`src/rtl/bus_status_pkg.sv`:
```
package bus_status_pkg;

  localparam int unsigned STATUS_W = 3;
  localparam int unsigned NUM_CMD  = 5;

  typedef enum logic [STATUS_W-1:0] {
    ST_INTA    = 3'b000,
    ST_IORD    = 3'b001,
    ST_IOWR    = 3'b010,
    ST_HALT    = 3'b011,
    ST_FETCH   = 3'b100,
    ST_MRD     = 3'b101,
    ST_MWR     = 3'b110,
    ST_PASSIVE = 3'b111
  } status_e;

  // command vector bit positions
  localparam int unsigned CMD_MRD  = 0;
  localparam int unsigned CMD_MWR  = 1;
  localparam int unsigned CMD_IORD = 2;
  localparam int unsigned CMD_IOWR = 3;
  localparam int unsigned CMD_INTA = 4;

  typedef struct packed {
    logic [NUM_CMD-1:0] cmd;
    logic               uses_data;
    logic               is_read;
  } cycle_sel_t;

endpackage

```
`src/rtl/bsd_decode.sv`:
```
module bsd_decode
  import bus_status_pkg::*;
(
  input  status_e    code_i,
  output cycle_sel_t sel_o
);

  always_comb begin
    sel_o = '0;
    unique case (code_i)
      ST_INTA:  begin sel_o.cmd[CMD_INTA] = 1'b1; sel_o.uses_data = 1'b1; sel_o.is_read = 1'b1; end
      ST_IORD:  begin sel_o.cmd[CMD_IORD] = 1'b1; sel_o.uses_data = 1'b1; sel_o.is_read = 1'b1; end
      ST_IOWR:  begin sel_o.cmd[CMD_IOWR] = 1'b1; sel_o.uses_data = 1'b1; end
      ST_FETCH,
      ST_MRD:   begin sel_o.cmd[CMD_MRD]  = 1'b1; sel_o.uses_data = 1'b1; sel_o.is_read = 1'b1; end
      ST_MWR:   begin sel_o.cmd[CMD_MWR]  = 1'b1; sel_o.uses_data = 1'b1; end
      default:  sel_o = '0; // halt, passive
    endcase
  end

endmodule

```
`src/rtl/bsd_sequencer.sv`:
```
module bsd_sequencer
  import bus_status_pkg::*;
#(
  parameter int unsigned T_STATES = 4,
  localparam int unsigned TW = $clog2(T_STATES + 1)
) (
  input  logic          clk_i,
  input  logic          rst_ni,
  input  status_e       status_i,
  output logic [TW-1:0] tstate_o,
  output status_e       code_o
);

  localparam logic [TW-1:0] T_LAST = TW'(T_STATES);

  logic [TW-1:0] tstate_q;
  status_e       code_q;
  logic          prev_passive_q;
  logic          start;

  assign start = (tstate_q == '0) && prev_passive_q && (status_i != ST_PASSIVE);

  always_ff @(posedge clk_i or negedge rst_ni) begin
    if (!rst_ni) begin
      tstate_q       <= '0;
      code_q         <= ST_PASSIVE;
      prev_passive_q <= 1'b1;
    end else begin
      prev_passive_q <= (status_i == ST_PASSIVE);
      if (start) begin
        tstate_q <= TW'(1);
        code_q   <= status_i;
      end else if (tstate_q == T_LAST) begin
        tstate_q <= '0;
        code_q   <= ST_PASSIVE;
      end else if (tstate_q != '0) begin
        tstate_q <= tstate_q + TW'(1);
      end
    end
  end

  assign tstate_o = tstate_q;
  assign code_o   = code_q;

endmodule

```
`src/rtl/bsd_strobes.sv`:
```
module bsd_strobes
  import bus_status_pkg::*;
#(
  parameter int unsigned T_STATES = 4,
  localparam int unsigned TW = $clog2(T_STATES + 1)
) (
  input  logic [TW-1:0]      tstate_i,
  input  cycle_sel_t         sel_i,
  output logic [NUM_CMD-1:0] cmd_no,
  output logic               ale_o,
  output logic               data_en_o,
  output logic               dir_o
);

  logic in_cycle;
  logic cmd_window;

  assign in_cycle   = (tstate_i != '0);
  assign cmd_window = (tstate_i >= TW'(2));
  assign ale_o      = (tstate_i == TW'(1));
  assign data_en_o  = cmd_window && sel_i.uses_data;
  assign dir_o      = !(in_cycle && sel_i.is_read);

  for (genvar i = 0; i < NUM_CMD; i++) begin : g_cmd
    assign cmd_no[i] = !(cmd_window && sel_i.cmd[i]);
  end

endmodule

```
`src/rtl/bus_status_decoder.sv`:
```
module bus_status_decoder
  import bus_status_pkg::*;
#(
  parameter int unsigned T_STATES = 4
) (
  input  logic                clk_i,
  input  logic                rst_ni,
  input  logic [STATUS_W-1:0] status_i,
  output logic                mem_rd_no,
  output logic                mem_wr_no,
  output logic                io_rd_no,
  output logic                io_wr_no,
  output logic                int_ack_no,
  output logic                ale_o,
  output logic                data_en_o,
  output logic                dir_o
);

  localparam int unsigned TW = $clog2(T_STATES + 1);

  logic [TW-1:0]      tstate;
  status_e            code;
  cycle_sel_t         sel;
  logic [NUM_CMD-1:0] cmd_n;

  bsd_sequencer #(.T_STATES(T_STATES)) u_seq (
    .clk_i    (clk_i),
    .rst_ni   (rst_ni),
    .status_i (status_e'(status_i)),
    .tstate_o (tstate),
    .code_o   (code)
  );

  bsd_decode u_dec (
    .code_i (code),
    .sel_o  (sel)
  );

  bsd_strobes #(.T_STATES(T_STATES)) u_stb (
    .tstate_i  (tstate),
    .sel_i     (sel),
    .cmd_no    (cmd_n),
    .ale_o     (ale_o),
    .data_en_o (data_en_o),
    .dir_o     (dir_o)
  );

  assign mem_rd_no  = cmd_n[CMD_MRD];
  assign mem_wr_no  = cmd_n[CMD_MWR];
  assign io_rd_no   = cmd_n[CMD_IORD];
  assign io_wr_no   = cmd_n[CMD_IOWR];
  assign int_ack_no = cmd_n[CMD_INTA];

endmodule

```
`config.mk`:
```
export PLATFORM = sky130hd
export DESIGN_NAME = bus_status_decoder
export DESIGN_NICKNAME = d
export VERILOG_FILES = /design/src/rtl/bus_status_pkg.sv /design/src/rtl/bsd_decode.sv /design/src/rtl/bsd_sequencer.sv /design/src/rtl/bsd_strobes.sv /design/src/rtl/bus_status_decoder.sv
export SDC_FILE = /design/constraint.sdc
export NUM_CORES = 1
export LEC_CHECK = 0
export ABC_AREA = 1
export BUFFER_PORTS_ARGS = -buffer_cell sky130_fd_sc_hd__buf_4
export CAP_MARGIN = 20
export CORE_MARGIN = 3
export CORE_UTILIZATION = 31
export CTS_CLUSTER_DIAMETER = 30
export CTS_CLUSTER_SIZE = 12
export DETAILED_ROUTE_END_ITERATION = 7
export HOLD_SLACK_MARGIN = 0.1
export PLACE_DENSITY = 0.58
export REMOVE_ABC_BUFFERS = 1
export SLEW_MARGIN = 15
export SYNTH_ARGS = -nofsm -noshare
export SYNTH_HDL_FRONTEND = slang
export SYNTH_SLANG_ARGS = --single-unit
```
`constraint.sdc`:
```
create_clock -name clk_i -period 1.2 [get_ports clk_i]
set_clock_uncertainty 0.05 [all_clocks]
set_input_delay 0.18 -clock clk_i [delete_from_list [all_inputs] [get_ports clk_i]]
set_output_delay 0.18 -clock clk_i [all_outputs]
set_load 0.02 [all_outputs]
```
* After elaboration in Yosys (flattened, before gate mapping)
Cells that the tools add are included.
** Cells by class
- $add $sub $neg :: 1
- Order comparisons :: 1
- Equality and inequality tests :: 9
- Muxes and demuxes :: 12
- Reduce and logical (&&, ||, !) cells :: 23
** Operators with widths (count)
- $eq 3x3->1 const B :: 5
- $mux 3 :: 5
- $logic_and 1x1->1 :: 9
- $mux 1 :: 7
- $eq 3x1->1 const B :: 2
- $logic_not 1->1 :: 6
- $logic_not 3->1 :: 2
- $reduce_bool 3->1 :: 2
- $reduce_or 6->1 :: 1
- $reduce_or 4->1 :: 1
- $add 3x1->3 const B :: 1
- $eq 3x2->1 const B :: 1
- $ge 3x2->1 const B :: 1
- $ne 3x3->1 const B :: 1
- $reduce_bool 2->1 :: 1
- $reduce_or 2->1 :: 1
** Storage, ports and cells
- Flip-flop bits (word level) :: 7
- Bits of input ports :: 5
- Output and inout bits :: 8
- Word-level logic and storage cells :: 49

* Longest topological paths before layout
Gate-level depths: netlist of run 1.
- Depth in word-level cells :: 5
- Mapped depth :: 8

* Cells and area by module
A second synthesis of run 1 with hierarchy kept.
** Unflattened totals
- Cells, all modules :: 70
- Area total of the unflattened synthesis :: 483.0 sq um
** By module, submodules not included
- bsd_sequencer :: instances 1, cells each 46, area an instance 387.9 sq um, sequential area each 180.2 sq um
- bsd_strobes :: instances 1, cells each 13, area an instance 53.8 sq um, sequential area each 0.0 sq um
- bsd_decode :: instances 1, cells each 11, area an instance 41.3 sq um, sequential area each 0.0 sq um

* Worst setup path before layout of run 1
OpenSTA, ideal clock, no wires.
- Path kind :: register -> register
- From :: register u_seq.tstate_q[1], in the netlist u_seq.tstate_o[1]
- To :: register u_seq.tstate_q[1], in the netlist u_seq.tstate_o[1]
- Library setup time :: 117 ps
- Data arrival time :: 1040 ps
- Data required time :: 1033 ps
- Slack :: -8 ps
- Stages on the path, launching flop included :: 8
- Cell sequence :: dfrtp_1 -> inv_1 -> ha_1 -> inv_2 -> nor2_4 -> nand3_4 -> nand3_1 -> nand2_1
** Between the ends
- Longest elaborated chain between the ends :: 4
** RTL lines
- start: declaration :: RTL line bsd_sequencer.sv:16 : logic [TW-1:0] tstate_q;
- start signal: assignment :: RTL line bsd_sequencer.sv:37 : tstate_q <= tstate_q + TW'(1);
- $add 3x1->3 or $logic_not 3->1 (tied branches) :: RTL line bsd_sequencer.sv:37, bsd_sequencer.sv:21
- $mux 3 or $logic_and 1x1->1 (tied branches) :: RTL line bsd_sequencer.sv:36, bsd_sequencer.sv:21
- $mux 3 or $logic_and 1x1->1 (tied branches) :: RTL line bsd_sequencer.sv:33, bsd_sequencer.sv:21
- $mux 3 or $reduce_bool 3->1 (tied branches)
Several ways; a longest one is shown, not always the timed one. The select of a mux whose other input is x is not followed.
A chain may end at the register's enable or synchronous reset.

* Worst setup path in the final report of run 1
- From :: register u_seq.tstate_q[1], in the netlist u_seq.tstate_o[1]
- To :: output port ale_o
** Between the ends
- Longest elaborated chain between the ends :: 1
** RTL lines
- $eq 3x1->1 :: RTL line bsd_strobes.sv:20 : assign ale_o = (tstate_i == TW'(1));
- end: declaration :: RTL line bus_status_decoder.sv:14 : output logic ale_o,
Every way passes these cells.

==> impl_metrics.env, run 1 <==
export IMPL_reg2reg_from="u_seq.tstate_o[0]"
export IMPL_crit_fanout=2
export IMPL_leakage_nw=0.358
export IMPL_cts_tree="yes"
export IMPL_viasPerCell=4.69
export IMPL_rrSetupSlack_ns=-0.02
export IMPL_yosys_warnings=0
export IMPL_crit_path_end_kind="primary output"
export IMPL_max_stage_delay_ns=0.38
export IMPL_peakVddDrop_v=0.00146
export IMPL_antenna_found_initial=0
export IMPL_ys_seq_area_frac=0.395
export IMPL_crit_buf_inv=4
export IMPL_hold_path_end="u_seq.code_o[1]"
export IMPL_start_kind="flop"
export IMPL_die_w_um=44.4
export IMPL_cap_violations=0
export IMPL_first_iter_violations=15
export IMPL_grt_use_total=0.126
export IMPL_seqPwrFrac=0.243
export IMPL_cts_sinks=7
export IMPL_clock_tree_htree_level_count=1
export IMPL_clock_fmax_ghz=0.680
export IMPL_place_area_sq_um=611
export IMPL_slew_headroom=0.831
export IMPL_design_area_sq_um=742
export IMPL_hpwlAfterDp_um=822
export IMPL_whs_path_depth=5
export IMPL_vias=464
export IMPL_rsz0062_at_grt="true"
export IMPL_clk_pin_slew_ns=0.05
export IMPL_drt_wirelength_per_cell_um=11.2
export IMPL_min_period_ns=1.47
export IMPL_p_sw_mw=0.994
export IMPL_port_buffers=12
export IMPL_tightest_slew_ns=0.254
export IMPL_drc=0
export IMPL_ys_types=15
export IMPL_grt_max_degree=8
export IMPL_finalHoldViolCount=0
export IMPL_fin_tns_setup_ns=-1.75
export IMPL_dieArea_sq_mm=0.00197
export IMPL_diodes=0
export IMPL_grt_pass1_vias=427
export IMPL_violations="setup timing"
export IMPL_post_route_cells_drive_above_1_share=0.524
export IMPL_area_growth_pct=62.5
export IMPL_gp_congestion=0.842
export IMPL_numCtsBuffers=3
export IMPL_r2r_end="u_seq.code_o[0]"
export IMPL_setup_violations=12
export IMPL_nets=93
export IMPL_overflow=0
export IMPL_p_clk_frac=0.103
export IMPL_synthCells=61
export IMPL_cts_root_buf="clkbuf_4"
export IMPL_grt_pass1_wl_um=1700
export IMPL_final_util=0.556
export IMPL_pin_count=13
export IMPL_crit_family="flip-flops"
export IMPL_initial_core_util=0.342
export IMPL_cpMaxStageDelayCell="dfrtp_1"
export IMPL_hp_start="status_i[1]"
export IMPL_clk_latency_ns=0.25
export IMPL_arrival_ns=1.24
export IMPL_critical_path_class="flop to primary output"
export IMPL_rows=13
export IMPL_period_share=1.23
export IMPL_syn_cell_area_sq_um=457
export IMPL_crit_start="u_seq.tstate_o[1]"
export IMPL_die_h_um=44.4
export IMPL_firstDrtPassIters=7
export IMPL_cts_path_max_buffers=2
export IMPL_core_sq_mm=0.00133
export IMPL_crit_chain="inv_2 -> buf_6 -> ha_4 -> inv_2 -> nor2_2 -> buf_6"
export IMPL_dp_slack_ns=-0.0690
export IMPL_r2r_cells=8
export IMPL_wl_um=1100
export IMPL_synth_area_per_cell_sq_um=7.49
export IMPL_drtAntennaViolNets=0
export IMPL_synth_ff_latch_count=7
export IMPL_whs_ns=0.163
export IMPL_power_frac_comb=0.654
export IMPL_powerDensity_mw_per_mm2=2880
export IMPL_hold_class="primary input to flop"
export IMPL_worst_slack_ns=-0.271
export IMPL_status="finished, violations left"
export IMPL_slew_violations=0
export IMPL_p_int_mw=1.15
export IMPL_swShare=0.464
export IMPL_cp_required_ns=0.97
## kinds of logic after synthesis
kind of cell	count (synthesis)	share of synthesized area
compound gates	4	0.0438
fa+ha+maj	3	0.0822
flops	7	0.395
buf+inv	13	0.107
simple gates	34	0.373
## power by group through the flow
stage	clock [mW]	combinational [mW]	sequential (mW)
after CTS	0.225	1.16	0.494
after detailed placement	0	1.11	0.488
after floorplan	0	0.640	0.491
after global routing	0.256	1.54	0.535
after global placement	0	1.11	0.483
final	0.221	1.40	0.519
## cells in the mapped netlist
cell type | number | share of area
inv_2 | 1 | 0.0082
nor2_1 | 4 | 0.033
nand4_1 | 1 | 0.014
nor2_4 | 1 | 0.025
nand2_1 | 15 | 0.12
dfrtp_1 | 3 | 0.16
ha_1 | 3 | 0.082
dfstp_2 | 4 | 0.23
nand3_1 | 9 | 0.099
a21oi_1 | 2 | 0.022
nor2_2 | 1 | 0.014
nand3_4 | 1 | 0.038
o21ai_0 | 2 | 0.022
inv_1 | 12 | 0.099
nand2_2 | 2 | 0.027
## flip-flops by register name, indices dropped and copies added (netlist names)
signal,cells
u_seq.tstate_o,3
u_seq.code_o,3
u_seq.prev_passive_q,1
## cell type report
cell class,count,area (sq um)
clock buffer,4,26.3
sequential,7,180
tap,15,18.8
inverter,13,51.3
timing repair buffer,19,175
fill,120,592
multi-input combinational,41,290
## worst max path at each step
| stage | cells after the start | to |
|---|---|---|
| final | 6 | ale_o |
| after global routing | 6 | ale_o |
| after CTS | 5 | dir_o |
| after detailed placement | 8 | u_seq.code_o[0] |
| after global placement | 7 | u_seq.tstate_o[1] |
| after floorplan | 7 | u_seq.tstate_o[1] |
## timing repair
item,in CTS,in global routing
setup buffers,0,0
pin swaps,2,4
hold buffers,1,0
setup endpoints to repair,12,14
resized for setup,7,19
endpoints found under the hold margin,7,0
## metrics by stage
stage          cells  power [mW]
2_1_floorplan     61        1.13
3_3_place_gp      94        1.59
3_5_place_dp      94        1.60
4_1_cts           99        1.88
5_1_grt           99        2.33
6_report          99        2.14
## per-layer routing
metal / GRT usage / part of all wire / vias up
li1: - / - / 237
met1: 0.131 / 0.40 / 207
met2: 0.206 / 0.50 / 18
met3: 0.0732 / 0.083 / 2
met4: 0.0542 / 0.017 / 0
met5: 0 / 0 / -
## worst reg2reg max path, cell delays in order, from the launching register on
cell	delay, ns
dfrtp_1	0.39
inv_1	0.10
ha_4	0.16
inv_2	0.06
nor2_4	0.11
nand3_4	0.11
nand2_2	0.09
nand2_1	0.06
nand2_1	0.06
## layout by cell type, fill, tap and decap left out, drive strengths merged
master | Yosys | routed
nand4 | 1 | 1
a21oi | 2 | 2
dfrtp | 3 | 3
ha | 3 | 3
nand2 | 17 | 17
inv | 13 | 13
nand3 | 10 | 10
dfstp | 4 | 4
clkbuf | 0 | 4
buf | 0 | 18
nor2 | 6 | 6
o21ai | 2 | 2
dlygate4sd3 | 0 | 1
No activity file was read; power rests on OpenSTA's default activity.
==> inputs of run 2 (changes only) <==
Settings changed: CAP_MARGIN 20 to 10, RECOVER_POWER from default to 100, SLEW_MARGIN 15 to 20.
==> impl_metrics.env, run 2 (synthesis results as in run 1) <==
export IMPL_status="finished, violations left"
export IMPL_violations="setup timing"
export IMPL_dp_slack_ns=-0.0690
export IMPL_peakVddDrop_v=0.00146
export IMPL_powerDensity_mw_per_mm2=2900
export IMPL_slew_violations=0
export IMPL_min_period_ns=1.47
export IMPL_overflow=0
export IMPL_final_cell_mix="nand2_1 (15), inv_1 (8), buf_4 (8), buf_6 (8), nand3_1 (5)"
export IMPL_post_cts_buffers=0
export IMPL_viasPerCell=4.69
export IMPL_hold_class="primary input to flop"
export IMPL_drc=0
export IMPL_initial_core_util=0.342
export IMPL_clk_latency_ns=0.25
export IMPL_numCtsBuffers=3
export IMPL_antenna_found_initial=0
export IMPL_die_h_um=44.4
export IMPL_critical_path_class="flop to primary output"
export IMPL_period_share=1.23
export IMPL_clk_pin_slew_ns=0.05
export IMPL_area_growth_pct=61.6
export IMPL_setup_violations=12
export IMPL_clock_tree_htree_level_count=1
export IMPL_vias=464
export IMPL_core_sq_mm=0.00133
export IMPL_dieArea_sq_mm=0.00197
export IMPL_rsz0062_at_grt="true"
export IMPL_leakage_nw=0.355
export IMPL_pin_count=13
export IMPL_crit_chain="inv_2 -> buf_6 -> ha_4 -> inv_2 -> nor2_2 -> buf_6"
export IMPL_die_w_um=44.4
export IMPL_cts_tree="yes"
export IMPL_first_iter_violations=15
export IMPL_crit_family="flip-flops"
export IMPL_max_stage_delay_ns=0.38
export IMPL_cp_required_ns=0.97
export IMPL_crit_buf_inv=4
export IMPL_grt_pass1_vias=427
export IMPL_cts_path_max_buffers=2
export IMPL_whs_ns=0.163
export IMPL_cts_root_buf="clkbuf_4"
export IMPL_hpwlAfterDp_um=822
export IMPL_rows=13
export IMPL_cts_sinks=7
export IMPL_grt_max_degree=8
export IMPL_nets=93
export IMPL_final_common_cell="nand2_1"
export IMPL_crit_path_end_kind="primary output"
export IMPL_cpMaxStageDelayCell="dfrtp_1"
export IMPL_cap_violations=0
export IMPL_diodes=0
export IMPL_crit_fanout=2
export IMPL_post_route_cells_drive_above_1_share=0.512
export IMPL_clock_fmax_ghz=0.680
export IMPL_fillers=119
export IMPL_worst_slack_ns=-0.271
export IMPL_start_kind="flop"
export IMPL_arrival_ns=1.24
export IMPL_grt_use_total=0.126
export IMPL_grt_pass1_wl_um=1700
export IMPL_drt_wirelength_per_cell_um=11.2
export IMPL_port_buffers=12
export IMPL_wl_um=1110
export IMPL_drtAntennaViolNets=0
export IMPL_finalHoldViolCount=0
export IMPL_slew_headroom=0.725
export IMPL_gp_congestion=0.842
export IMPL_firstDrtPassIters=7
export IMPL_tightest_slew_ns=0.413
[run 2: worst paths after layout]
| kind | startpoint | endpoint | slack, ns | depth (start not counted) |
|---|---|---|---|---|
| setup / recovery | u_seq.tstate_o[1] | ale_o | -0.27 | 6 |
| hold / removal | status_i[1] | u_seq.code_o[1] | 0.16 | 5 |
| setup reg to reg | u_seq.tstate_o[0] | u_seq.code_o[0] | -0.02 | 8 |
| hold reg to reg | u_seq.code_o[2] | u_seq.code_o[2] | 0.49 | 2 |
| max in group asynchronous | rst_ni | u_seq.code_o[2] | 0.47 | 2 |
| min in group asynchronous | rst_ni | u_seq.tstate_o[0] | 0.31 | 2 |
[run 2: worst register-to-register path, cell delays in order, from the launching register on]
cell and delay, ns:
dfrtp_1 0.39, inv_1 0.10, ha_4 0.16, inv_2 0.06
nor2_4 0.11, nand3_4 0.11, nand2_2 0.09, nand2_1 0.06
nand2_1 0.06
[run 2: power by group]
part           switching, mW  internal, mW  total (mW)
Sequential             0.132         0.388       0.519
Combinational          0.769         0.629        1.40
Clock                 0.0934         0.127       0.221
[run 2: layout make-up]
class | instances | area [sq um] | share of cell area
Timing Repair Buffer | 19 | 171 | 0.232
Tap cell | 15 | 18.8 | 0.0254
Sequential cell | 7 | 180 | 0.244
Clock buffer | 4 | 26.3 | 0.0356
Inverter | 13 | 51.3 | 0.0695
Multi-Input combinational cell | 41 | 290 | 0.393
[run 2: timing repair]
action	in CTS	in global routing
endpoints found under the hold margin	7	0
pin swaps	2	4
hold buffers	1	0
endpoints found under the setup margin	12	14
resized for setup	7	19
[run 2: metrics by stage]
stage / std cells / TNS (ns) / power, mW / utilization / cell area (sq um)
after floorplan: 61 / -0.0173 / 1.13 / - / 457
after global placement: 94 / -0.155 / 1.59 / 0.458 / 611
after detailed placement: 94 / -0.264 / 1.60 / 0.458 / 611
after CTS: 99 / -1.96 / 1.88 / 0.496 / 662
after global routing: 99 / -2.90 / 2.33 / 0.553 / 738
final: 99 / -1.75 / 2.14 / 0.553 / 738
[run 2: routing by layer]
metal  GRT usage  vias to the layer above  routed length, um
met5           0                        -                  0
met4      0.0542                        0                 19
met3      0.0732                        2                 92
li1            -                      237                  -
met2       0.206                       18                555
met1       0.131                      207                439
==> inputs of run 3 (changes only) <==
Settings changed: CORE_AREA from default to 2 2 39 41, CORE_MARGIN 3 to default, CORE_UTILIZATION 31 to default, DIE_AREA from default to 0 0 41 43, PLACE_DENSITY 0.58 to 0.61.
Clock period 1.2 ns to 1.7 ns, I/O delays scaled along.
==> impl_metrics.env, run 3 (synthesis results as in run 1) <==
export IMPL_status="finished, final reports clean"
export IMPL_top_usage_layer="met2"
export IMPL_met2_usage=0.203
export IMPL_rows=14
export IMPL_clk_pin_slew_ns=0.05
export IMPL_numCtsBuffers=3
export IMPL_clock_fmax_ghz=0.636
export IMPL_start_kind="flop"
export IMPL_met3_usage=0.0471
export IMPL_min_period_ns=1.57
export IMPL_finalPower_mw=1.09
export IMPL_cts_root_buf="clkbuf_4"
export IMPL_tightest_slew_ns=0.377
export IMPL_cts_sinks=7
export IMPL_overflow=0
export IMPL_wl_um=887
export IMPL_crit_buf_inv=2
export IMPL_vias=411
export IMPL_hpwlAfterDp_um=757
export IMPL_final_common_cell="nand2_1"
export IMPL_slew_headroom=0.749
export IMPL_drc=0
export IMPL_slew_violations=0
export IMPL_arrival_ns=1.27
export IMPL_powerDensity_mw_per_mm2=1900
export IMPL_crit_family="flip-flops"
export IMPL_peakVddDrop_v=0.000622
export IMPL_dieArea_sq_mm=0.00176
export IMPL_crit_fanout=4
export IMPL_crit_start="u_seq.code_o[1]"
export IMPL_pin_count=13
export IMPL_port_buffers=12
export IMPL_die_h_um=43
export IMPL_core_sq_mm=0.00138
export IMPL_grt_max_degree=8
export IMPL_antenna_found_initial=0
export IMPL_cts_resized=0
export IMPL_met1_usage=0.146
export IMPL_rsz0062_at_grt="false"
export IMPL_worst_slack_ns=0.129
export IMPL_finalHoldViolCount=0
export IMPL_final_cell_mix="nand2_1 (16), inv_1 (13), nand3_1 (9)"
export IMPL_nets=87
export IMPL_clock_tree_htree_level_count=1
export IMPL_drt_wirelength_per_cell_um=9.44
export IMPL_cpMaxStageDelayCell="dfstp_1"
export IMPL_gp_congestion=0.720
export IMPL_period_share=0.924
export IMPL_die_w_um=41
export IMPL_fin_tns_setup_ns=0
export IMPL_cts_tree="yes"
export IMPL_post_cts_buffers=0
export IMPL_critical_path_class="flop to primary output"
export IMPL_crit_chain="inv_1 -> nor2_1 -> nand3_1 -> buf_4"
export IMPL_drtAntennaViolNets=0
export IMPL_reg2reg_from="u_seq.tstate_o[1]"
export IMPL_cap_violations=0
export IMPL_setup_violations=0
export IMPL_hold_buffers=1
export IMPL_crit_path_end_kind="primary output"
export IMPL_dp_slack_ns=0.359
export IMPL_initial_core_util=0.330
export IMPL_area_growth_pct=25.5
export IMPL_cts_path_max_buffers=2
export IMPL_grt_pass1_wl_um=1460
export IMPL_viasPerCell=4.37
export IMPL_hold_class="primary input to flop"
export IMPL_post_route_cells_drive_above_1_share=0.218
export IMPL_leakage_nw=0.300
export IMPL_cp_required_ns=1.39
export IMPL_max_stage_delay_ns=0.56
export IMPL_hp_start="status_i[1]"
export IMPL_firstDrtPassIters=3
export IMPL_clk_latency_ns=0.24
export IMPL_grt_pass1_vias=351
export IMPL_diodes=0
export IMPL_first_iter_violations=1
export IMPL_grt_use_total=0.126
run 3: worst paths after layout:
check / to / slack [ns] / cells after the start
worst max-delay path: mem_wr_no / 0.13 / 4
worst min-delay path: u_seq.code_o[1] / 0.25 / 5
worst max register to register: u_seq.code_o[2] / 0.20 / 8
worst min register to register: u_seq.code_o[2] / 0.45 / 2
max in group asynchronous: u_seq.code_o[2] / 0.91 / 2
min in group asynchronous: u_seq.tstate_o[2] / 0.38 / 2
run 3: routing by layer:
layer  vias up  part of all wire
met4         0                 0
met1       181              0.43
met3         0             0.042
li1        222                 -
met5         -                 0
met2         8              0.53
run 3: final cells by class:
type	instances	area [sq um]
repair buffers	13	80.1
multi-input cells	41	218
flip-flops and latches	7	180
clock buffers	4	26.3
fillers	150	811
inverters	13	48.8
well taps	16	20.0
run 3: per-stage QoR:
stage	hold slack (ns)	cell area (sq um)	cells	util
final	0.251	573	94	0.414
after global routing	0.252	573	94	0.414
after CTS	0.240	603	94	0.436
after detailed placement	0.0225	567	89	0.410
after global placement	0.0217	567	89	0.410
after floorplan	-0.0906	457	61	-
run 3: tightest hold or removal path, stage by stage:
cell	delay, ns
buf_4	0.08
inv_1	0.03
nand2_1	0.05
nand2_1	0.05
nand2_1	0.05
run 3: power breakdown:
group | switching (mW) | internal (mW)
clock | 0.0556 | 0.0892
combinational | 0.378 | 0.208
sequential | 0.0881 | 0.270
total | 0.522 | 0.567
